[src/rtl/bank_state_table.sv]
module bank_state_table #(
  parameter int DEPTH = 8,
  parameter int IDW   = 8
) (
  input  logic                     clk,
  input  logic                     rst_n,
  input  logic [1:0]               ren_cnt,
  input  logic [IDW-1:0]           ren_id_a,
  input  logic [IDW-1:0]           ren_id_b,
  input  logic [DEPTH-1:0]         wb_rdy,
  input  logic [DEPTH-1:0]         cons_done,
  input  logic [DEPTH-1:0]         st_done,
  input  logic [IDW-1:0]           lcs_id,
  input  logic                     rec_valid,
  input  logic [IDW-1:0]           rec_id,
  output logic [$clog2(DEPTH)-1:0] map_idx,
  output logic                     stall,
  output logic [IDW-1:0]           com_id,
  output logic                     com_vld
);
  localparam int AW = $clog2(DEPTH);
  localparam int CW = AW + 1;

  logic [DEPTH-1:0] renp, comp, relp, vld, rdy;
  logic [IDW-1:0]   ids [DEPTH];

  function automatic logic [AW-1:0] enc(input logic [DEPTH-1:0] v);
    logic [AW-1:0] r;
    r = '0;
    for (int i = 0; i < DEPTH; i++)
      if (v[i]) r = r | AW'(i);
    return r;
  endfunction

  function automatic logic [DEPTH-1:0] rot(input logic [DEPTH-1:0] v, input logic [1:0] n);
    logic [DEPTH-1:0] r;
    r = v;
    for (int s = 0; s < 2; s++)
      if (s < int'(n)) r = {r[DEPTH-2:0], r[DEPTH-1]};
    return r;
  endfunction

  logic [AW-1:0] ren_i, com_i, rel_i, ren_off, com_off, keep_off;
  logic [CW-1:0] used, room, surv;
  logic [1:0]    n_acc;
  logic          cadv, radv;

  assign ren_i   = enc(renp);
  assign com_i   = enc(comp);
  assign rel_i   = enc(relp);
  assign ren_off = ren_i - rel_i;
  assign com_off = com_i - rel_i;
  assign used    = {1'b0, ren_off} + CW'(1);
  assign room    = CW'(DEPTH) - used;

  assign stall   = rec_valid | (ren_cnt == 2'd3) | (CW'(ren_cnt) > room);
  assign n_acc   = stall ? 2'd0 : ren_cnt;

  assign cadv    = (comp != renp) & rdy[com_i] & st_done[com_i];
  assign radv    = (relp != comp) & rdy[rel_i] & cons_done[rel_i] & (ids[rel_i] < lcs_id);

  always_comb begin
    logic alive;
    surv  = CW'(1);
    alive = 1'b1;
    for (int k = 1; k < DEPTH; k++) begin
      if (alive && CW'(k) <= {1'b0, ren_off} && ids[rel_i + AW'(k)] <= rec_id)
        surv = surv + CW'(1);
      else
        alive = 1'b0;
    end
  end
  assign keep_off = AW'(surv - CW'(1));

  always_ff @(posedge clk) begin
    if (!rst_n) begin
      vld  <= DEPTH'(1);
      rdy  <= DEPTH'(1);
      renp <= DEPTH'(1);
      comp <= DEPTH'(1);
      relp <= DEPTH'(1);
      for (int i = 0; i < DEPTH; i++) ids[i] <= '0;
    end else if (rec_valid) begin
      for (int k = 1; k < DEPTH; k++)
        if (CW'(k) >= surv) begin
          vld[rel_i + AW'(k)] <= 1'b0;
          rdy[rel_i + AW'(k)] <= 1'b0;
        end
      renp <= DEPTH'(1) << (rel_i + keep_off);
      if (com_off > keep_off) comp <= DEPTH'(1) << (rel_i + keep_off);
    end else begin
      rdy <= rdy | (wb_rdy & vld);
      if (radv) begin
        vld[rel_i] <= 1'b0;
        rdy[rel_i] <= 1'b0;
        relp       <= rot(relp, 2'd1);
      end
      if (cadv) comp <= rot(comp, 2'd1);
      if (n_acc != 2'd0) begin
        vld[ren_i + AW'(1)] <= 1'b1;
        rdy[ren_i + AW'(1)] <= 1'b0;
        ids[ren_i + AW'(1)] <= ren_id_a;
      end
      if (n_acc == 2'd2) begin
        vld[ren_i + AW'(2)] <= 1'b1;
        rdy[ren_i + AW'(2)] <= 1'b0;
        ids[ren_i + AW'(2)] <= ren_id_b;
      end
      renp <= rot(renp, n_acc);
    end
  end

  assign map_idx = ren_i;
  assign com_id  = ids[com_i];
  assign com_vld = !((comp == renp) & rdy[com_i]);
endmodule

[config.mk]
export PLATFORM = sky130hd
export DESIGN_NAME = bank_state_table
export DESIGN_NICKNAME = d
export VERILOG_FILES = /design/src/rtl/bank_state_table.sv
export SDC_FILE = /design/constraint.sdc
export NUM_CORES = 1
export LEC_CHECK = 0
export ABC_AREA = 1
export CAP_MARGIN = 0
export CORE_MARGIN = 5
export CORE_UTILIZATION = 49
export DETAILED_ROUTE_END_ITERATION = 7
export GPL_TIMING_DRIVEN = 1
export PLACE_DENSITY = 0.68
export SLEW_MARGIN = 20
export SYNTH_ARGS = -nofsm -noshare
export SYNTH_HDL_FRONTEND = slang
export SYNTH_SLANG_ARGS = --single-unit
[constraint.sdc]
create_clock -name clk -period 21.2 [get_ports clk]
set_clock_uncertainty 0.05 [all_clocks]
set_input_delay 4.24 -clock clk [delete_from_list [all_inputs] [get_ports clk]]
set_output_delay 4.24 -clock clk [all_outputs]
set_load 0.03 [all_outputs]
==> results of run 1 <==
[cell type report]
| class | count | area [um2] | area share [%] |
|---|---|---|---|
| timing repair buffer | 82 | 798 | 6.48 |
| sequential | 104 | 2720 | 22.1 |
| tap | 285 | 357 | 2.90 |
| clock inverter | 7 | 96.3 | 0.782 |
| clock buffer | 9 | 225 | 1.83 |
| inverter | 234 | 882 | 7.16 |
| multi-input combinational | 1296 | 7230 | 58.7 |
[logic make-up (layout without fill, tap and decap cells)]
group | after synthesis | in the layout | share of synthesized area (%)
and+or+nand+nor | 705 | 705 | 27.6
muxes | 32 | 32 | 2.87
DFF | 104 | 104 | 24.4
adders and majority gates | 89 | 89 | 10.2
AOI/OAI and AO/OA | 452 | 452 | 22.6
xor gates and xnor gates | 18 | 18 | 1.41
buffers and inverters | 306 | 332 | 10.9
[synthesized netlist by cell type, drive strengths merged, types with 3 or more instances]
cell      n
o21a      5
or2       4
nand3   107
a21o      4
xnor2     8
ha       86
o22ai    64
nand4    32
nor2    128
mux2i    32
o211ai   23
inv     229
a31oi    14
buf      20
nor4      9
edfxtp   64
xor2     10
clkinv    5
a21oi   101
nor3     16
o21ai   223
clkbuf   50
dfxtp    40
nand2   407
o32ai     8
fa        3
[cell usage in the layout (no fill, tap or decap), types with 64 or more instances in the layout]
cell,Yosys,final
sky130_fd_sc_hd__o22ai_1,64,64
sky130_fd_sc_hd__ha_1,86,86
sky130_fd_sc_hd__nand2_1,390,389
sky130_fd_sc_hd__nor2_1,114,114
sky130_fd_sc_hd__a21oi_1,97,97
sky130_fd_sc_hd__edfxtp_1,64,64
sky130_fd_sc_hd__clkdlybuf4s50_1,0,73
sky130_fd_sc_hd__inv_1,217,217
sky130_fd_sc_hd__nand3_1,101,100
sky130_fd_sc_hd__o21ai_0,212,212
[layer usage]
metal  vias to the layer above  track usage (%)  share of wire (%)
met1                      5361             41.6                 46
met5                         -                0                  0
li1                       5859                -                  -
met3                        52             3.72                9.9
met4                         0             6.51                2.2
met2                       570             40.2                 42
[worst max-delay path, delay by kind of cell]
family / cells / cell delay (ns)
compound gates: 11 / 2.19
fa+ha+maj: 7 / 1.99
simple gates: 12 / 1.39
buf+inv: 6 / 0.97
[metrics by stage]
stage / std cells / utilization, % / instance area, um2 / hold WS (ns)
after floorplan: 1706 / - / 11200 / 0.426
after global routing: 2017 / 54.7 / 12300 / 0.514
after CTS: 2017 / 54.7 / 12300 / 0.479
after detailed placement: 2001 / 53.3 / 12000 / 0.463
final: 2017 / 54.7 / 12300 / 0.478
after global placement: 2001 / 53.3 / 12000 / 0.460
[registers in the layout (all words and copies together), names as in the netlist]
| signal | flops |
|---|---|
| comp | 8 |
| ids | 64 |
| rdy | 8 |
| relp | 8 |
| renp | 8 |
| vld | 8 |
[worst max-delay path by stage]
stage                     slack (ns)      end  startpoint
final                          10.66  comp[5]   rec_id[1]
after global routing           10.04  comp[5]   rec_id[1]
after CTS                      10.77  comp[5]   rec_id[1]
after detailed placement       10.40  comp[1]   rec_id[1]
after global placement         10.58  comp[2]   rec_id[1]
after floorplan                11.79  comp[0]   rec_id[1]
==> impl_metrics.csv, run 1 <==
group,metric,value,unit
floorplanning,floorplan.die.width,161,um
cts,cts_num_sinks,104,
floorplanning,core-area,0.0225,mm2
global_route,groute.usage.overall,27.1,%
final_layout,diodes,0,
cts,clockRootBuffer,"sky130_fd_sc_hd__clkbuf_16",
floorplanning,initial_core_utilization,49.6,%
synthesis,synth_warnings,0,
cts,cts-hold-fix-buffers,0,
place,place.detailed.hpwl,28700,um
synthesis,synth_top_cell_area_share,17.2,%
cts,clk_pin_slew_worst_paths,0.09,ns
floorplanning,site_rows,55,
place,place_worst_setup_slack,10.40,ns
final_layout,drive_gt1_share,5.14,%
place,io_buffer_count,73,
sta,final.min_clock_period,10.54,ns
cts,post_cts_resized,0,
global_route,global_route_wire_length_before_repair,56900,um
synthesis,netlist_top_cells_area,"sky130_fd_sc_hd__edfxtp_1 (17%), sky130_fd_sc_hd__nand2_1 (13%), sky130_fd_sc_hd__ha_1 (9.6%)",
final_layout,area_delta_synth_final,10.3,%
min_path,min_path_cells,2,
global_route,grt_start_max_net_pins,108,
sta,hold_viol_final,0,
sta,grt_setup_unrepaired,"no",
sta,timing.slew.headroom,27.9,%
floorplanning,ios,74,
worst_setup_path,end_kind,"register",
global_route,antenna_found_initial,0,
synthesis,async_reset_ff_share,0,%
final_layout,fillCellCount,2275,
routing,detail_route.wirelength,35900,um
synthesis,syn_nets,1856,
synthesis,synth_enable_flop_cells,64,
sta,fin_crit_sh,49.7,%
cts,tritoncts_clock_tree,"done",
place,globalplace.congestion,0.947,
synthesis,synth_sequential_area_ratio,24.4,%
worst_setup_path,rr_startpoint,"relp[7]",
sta,fin_setup_tns,0,ns
sta,worst_slack,10.66,ns
flow_run,drv.max_cap_violation_count,0,
worst_setup_path,criticalPathCategory,"input pin to register",
min_path,hold_path_class,"register to register",
routing,first_pass_iters,5,
sta,final-max-slew-violation-count,0,
cts,cts-htree-levels,3,
worst_setup_path,worst-endpoint-required,21.44,ns
worst_setup_path,r2r_end,"comp[5]",
synthesis,post_synth_top_flop,"sky130_fd_sc_hd__edfxtp_1",
synthesis,synth.cell_area,0.0112,mm2
worst_setup_path,critPathMaxStageDelay,0.45,ns
routing,detailroute.via_count,11800,
worst_setup_path,critPathMaxFanout,9,
routing,first_iteration_detailed_routing_drc_count,1533,
worst_setup_path,critPathMostFrequentCell,"sky130_fd_sc_hd__ha_1",
worst_setup_path,critPathLaunchType,"input pin",
routing,number_of_antenna_violating_nets_in_the_routed_design,0,
global_route,grt.overflow.total,0,
global_route,first_global_vias,10300,
cts,cts.repair_timing.setup_buffer_count,0,
routing,routed_via_density,5.87,
floorplanning,dieHeight,161,um
synthesis,syn-mean-instance-area,6.54,um2
worst_setup_path,critical_path.slowest_cell,"sky130_fd_sc_hd__clkdlybuf4s50_1",
synthesis,synth.lib_cells_used.distinct,53,
min_path,hp-start,"relp[0]",
synthesis,postSynthCellCount,1706,
worst_setup_path,regToRegSetupSlack,12.12,ns
sta,tightest_slew,1.08,ns
routing,route.detailed.drc,0,
worst_setup_path,cp_data_arrival_time,10.78,ns
cts,clk-insertion-delay-late,0.37,ns
final_layout,final_nets,1877,
min_path,whs_endpoint,"relp[1]",
cts,max-clock-path-buffers,2,
cts,cts_inserted_buffers,9,
routing,routedWlPerCell,17.8,um
sta,peak_freq,0.0949,GHz
sta,finalSetupViolations,0,
synthesis,synth.ff_latch_count,104,
worst_setup_path,r2r_cells,41,
run_status,status,"finished, final reports clean",
floorplanning,floorplan.die_area,0.0259,mm2
synthesis,synth_top_cell_by_area,"sky130_fd_sc_hd__edfxtp_1",
Power of run 1 is not shown: default switching activity piles up to over one toggle a cycle in this logic, so the estimate is an artifact.
==> run 2, diff against run 1 <==
clock period = 10.9 ns   (was 21.2 ns; I/O delays follow)
==> impl_metrics.csv, run 2 (synthesized netlist as in run 1, its figures left out) <==
group,metric,value,unit
worst_setup_path,r2r_end,"comp[1]",
sta,tightest_slew,1.07,ns
cts,max-clock-path-buffers,2,
final_layout,area_delta_synth_final,10.3,%
final_layout,diodes,0,
final_layout,final_nets,1877,
sta,timing.slew.headroom,28.6,%
floorplanning,site_rows,55,
min_path,hp-start,"relp[0]",
global_route,grt_start_max_net_pins,108,
worst_setup_path,critPathLaunchType,"register",
run_status,status,"finished, final reports clean",
routing,routed_via_density,5.81,
cts,cts_num_sinks,104,
place,place.detailed.hpwl,28800,um
floorplanning,initial_core_utilization,49.6,%
worst_setup_path,regToRegSetupSlack,2.05,ns
global_route,first_global_vias,10300,
worst_setup_path,rr_startpoint,"relp[6]",
cts,cts.repair_timing.setup_buffer_count,0,
cts,cts_inserted_buffers,9,
cts,cts-htree-levels,3,
sta,final-max-slew-violation-count,0,
final_layout,fillCellCount,2264,
routing,number_of_antenna_violating_nets_in_the_routed_design,0,
sta,fin_setup_tns,0,ns
floorplanning,floorplan.die.width,161,um
worst_setup_path,critPathMaxFanout,45,
sta,peak_freq,0.113,GHz
worst_setup_path,end_kind,"register",
worst_setup_path,criticalPathCategory,"register to register",
final_layout,largest_register,"ids",
flow_run,drv.max_cap_violation_count,0,
sta,grt_setup_unrepaired,"no",
routing,first_iteration_detailed_routing_drc_count,1345,
worst_setup_path,worst-endpoint-required,11.14,ns
place,globalplace.congestion,0.981,
cts,tritoncts_clock_tree,"done",
floorplanning,core-area,0.0225,mm2
routing,first_pass_iters,6,
global_route,antenna_found_initial,0,
floorplanning,floorplan.die_area,0.0259,mm2
worst_setup_path,critical_path.slowest_cell,"sky130_fd_sc_hd__inv_1",
worst_setup_path,critPathMaxStageDelay,0.60,ns
sta,hold_viol_final,0,
min_path,hold_path_class,"register to register",
global_route,global_route_wire_length_before_repair,56500,um
worst_setup_path,critPathMostFrequentCell,"sky130_fd_sc_hd__nand2_1",
place,io_buffer_count,73,
routing,detailroute.via_count,11700,
cts,cts-hold-fix-buffers,0,
floorplanning,dieHeight,161,um
final_layout,commonest_cells_after_routing_fill_and_taps_aside,"sky130_fd_sc_hd__nand2_1 (389), sky130_fd_sc_hd__inv_1 (217), sky130_fd_sc_hd__o21ai_0 (212), sky130_fd_sc_hd__nor2_1 (114), sky130_fd_sc_hd__nand3_1 (100)",
cts,clk_pin_slew_worst_paths,0.08,ns
cts,clk-insertion-delay-late,0.36,ns
final_layout,largest_register_ffs,64,
routing,route.detailed.drc,0,
min_path,min_path_cells,2,
routing,routedWlPerCell,17.8,um
sta,final.min_clock_period,8.85,ns
floorplanning,ios,74,
global_route,groute.usage.overall,27.0,%
worst_setup_path,r2r_cells,44,
sta,fin_crit_sh,81.2,%
worst_setup_path,cp_data_arrival_time,9.08,ns
min_path,whs_endpoint,"relp[1]",
global_route,grt.overflow.total,0,
final_layout,drive_gt1_share,5.08,%
cts,clockRootBuffer,"sky130_fd_sc_hd__clkbuf_16",
final_layout,final_common_cell,"sky130_fd_sc_hd__nand2_1",
sta,finalSetupViolations,0,
routing,detail_route.wirelength,35900,um
cts,post_cts_resized,0,
## run 2: cell count changes in the layout (fill, tap and decap cells not counted), sizes merged
cell | previous run | this run
inv | 233 | 232
bufinv | 0 | 1
clkinv | 8 | 7
clkbuf | 9 | 10
## run 2: area by class of cell
type                    instances  area [um2]  share of cell area [%]
clock buffers                  10         229                    1.86
clock inverters                 6        85.1                   0.691
inverters                     234         882                    7.17
multi-input cells            1296        7230                    58.8
flip-flops and latches        104        2720                    22.1
well taps                     285         357                    2.90
repair buffers                 82         798                    6.49
## run 2: worst max-delay path: cells and delay by family (launching register included)
kind,cells,cell delay [ns]
fa+ha+maj,8,2.48
simple gates,17,1.83
compound gates,12,2.08
flops,1,0.42
buf+inv,7,1.90
## run 2: stage by stage
step	std cells	util [%]	setup slack, ns	cell area (um2)	hold WS [ns]
floorplan	1706	-	3.51	11200	0.426
global placement	2001	53.3	2.39	12000	0.462
detailed placement	2001	53.3	2.19	12000	0.467
CTS	2017	54.7	2.22	12300	0.481
global route	2017	54.7	1.26	12300	0.506
finish	2017	54.7	2.05	12300	0.480
## run 2: metal layers
layer | global-route usage [%] | wire length, um | up-vias
li1 | - | - | 5864
met3 | 4.49 | 3200 | 49
met1 | 41.0 | 16800 | 5338
met4 | 7.17 | 881 | 0
met2 | 39.5 | 15000 | 477
met5 | 0 | 0 | -
## run 2: worst max-delay path by stage
stage               from  endpoint  slack [ns]  cells past startpoint
2_1_floorplan    relp[7]   comp[0]        3.51                     47
6_report         relp[6]   comp[1]        2.05                     44
4_1_cts          relp[7]   comp[1]        2.22                     44
3_3_place_gp   rec_id[1]   comp[1]        2.39                     36
3_5_place_dp   rec_id[1]   comp[1]        2.19                     36
5_1_grt          relp[7]   comp[3]        1.26                     44
Power of run 2 is left out for the same reason.
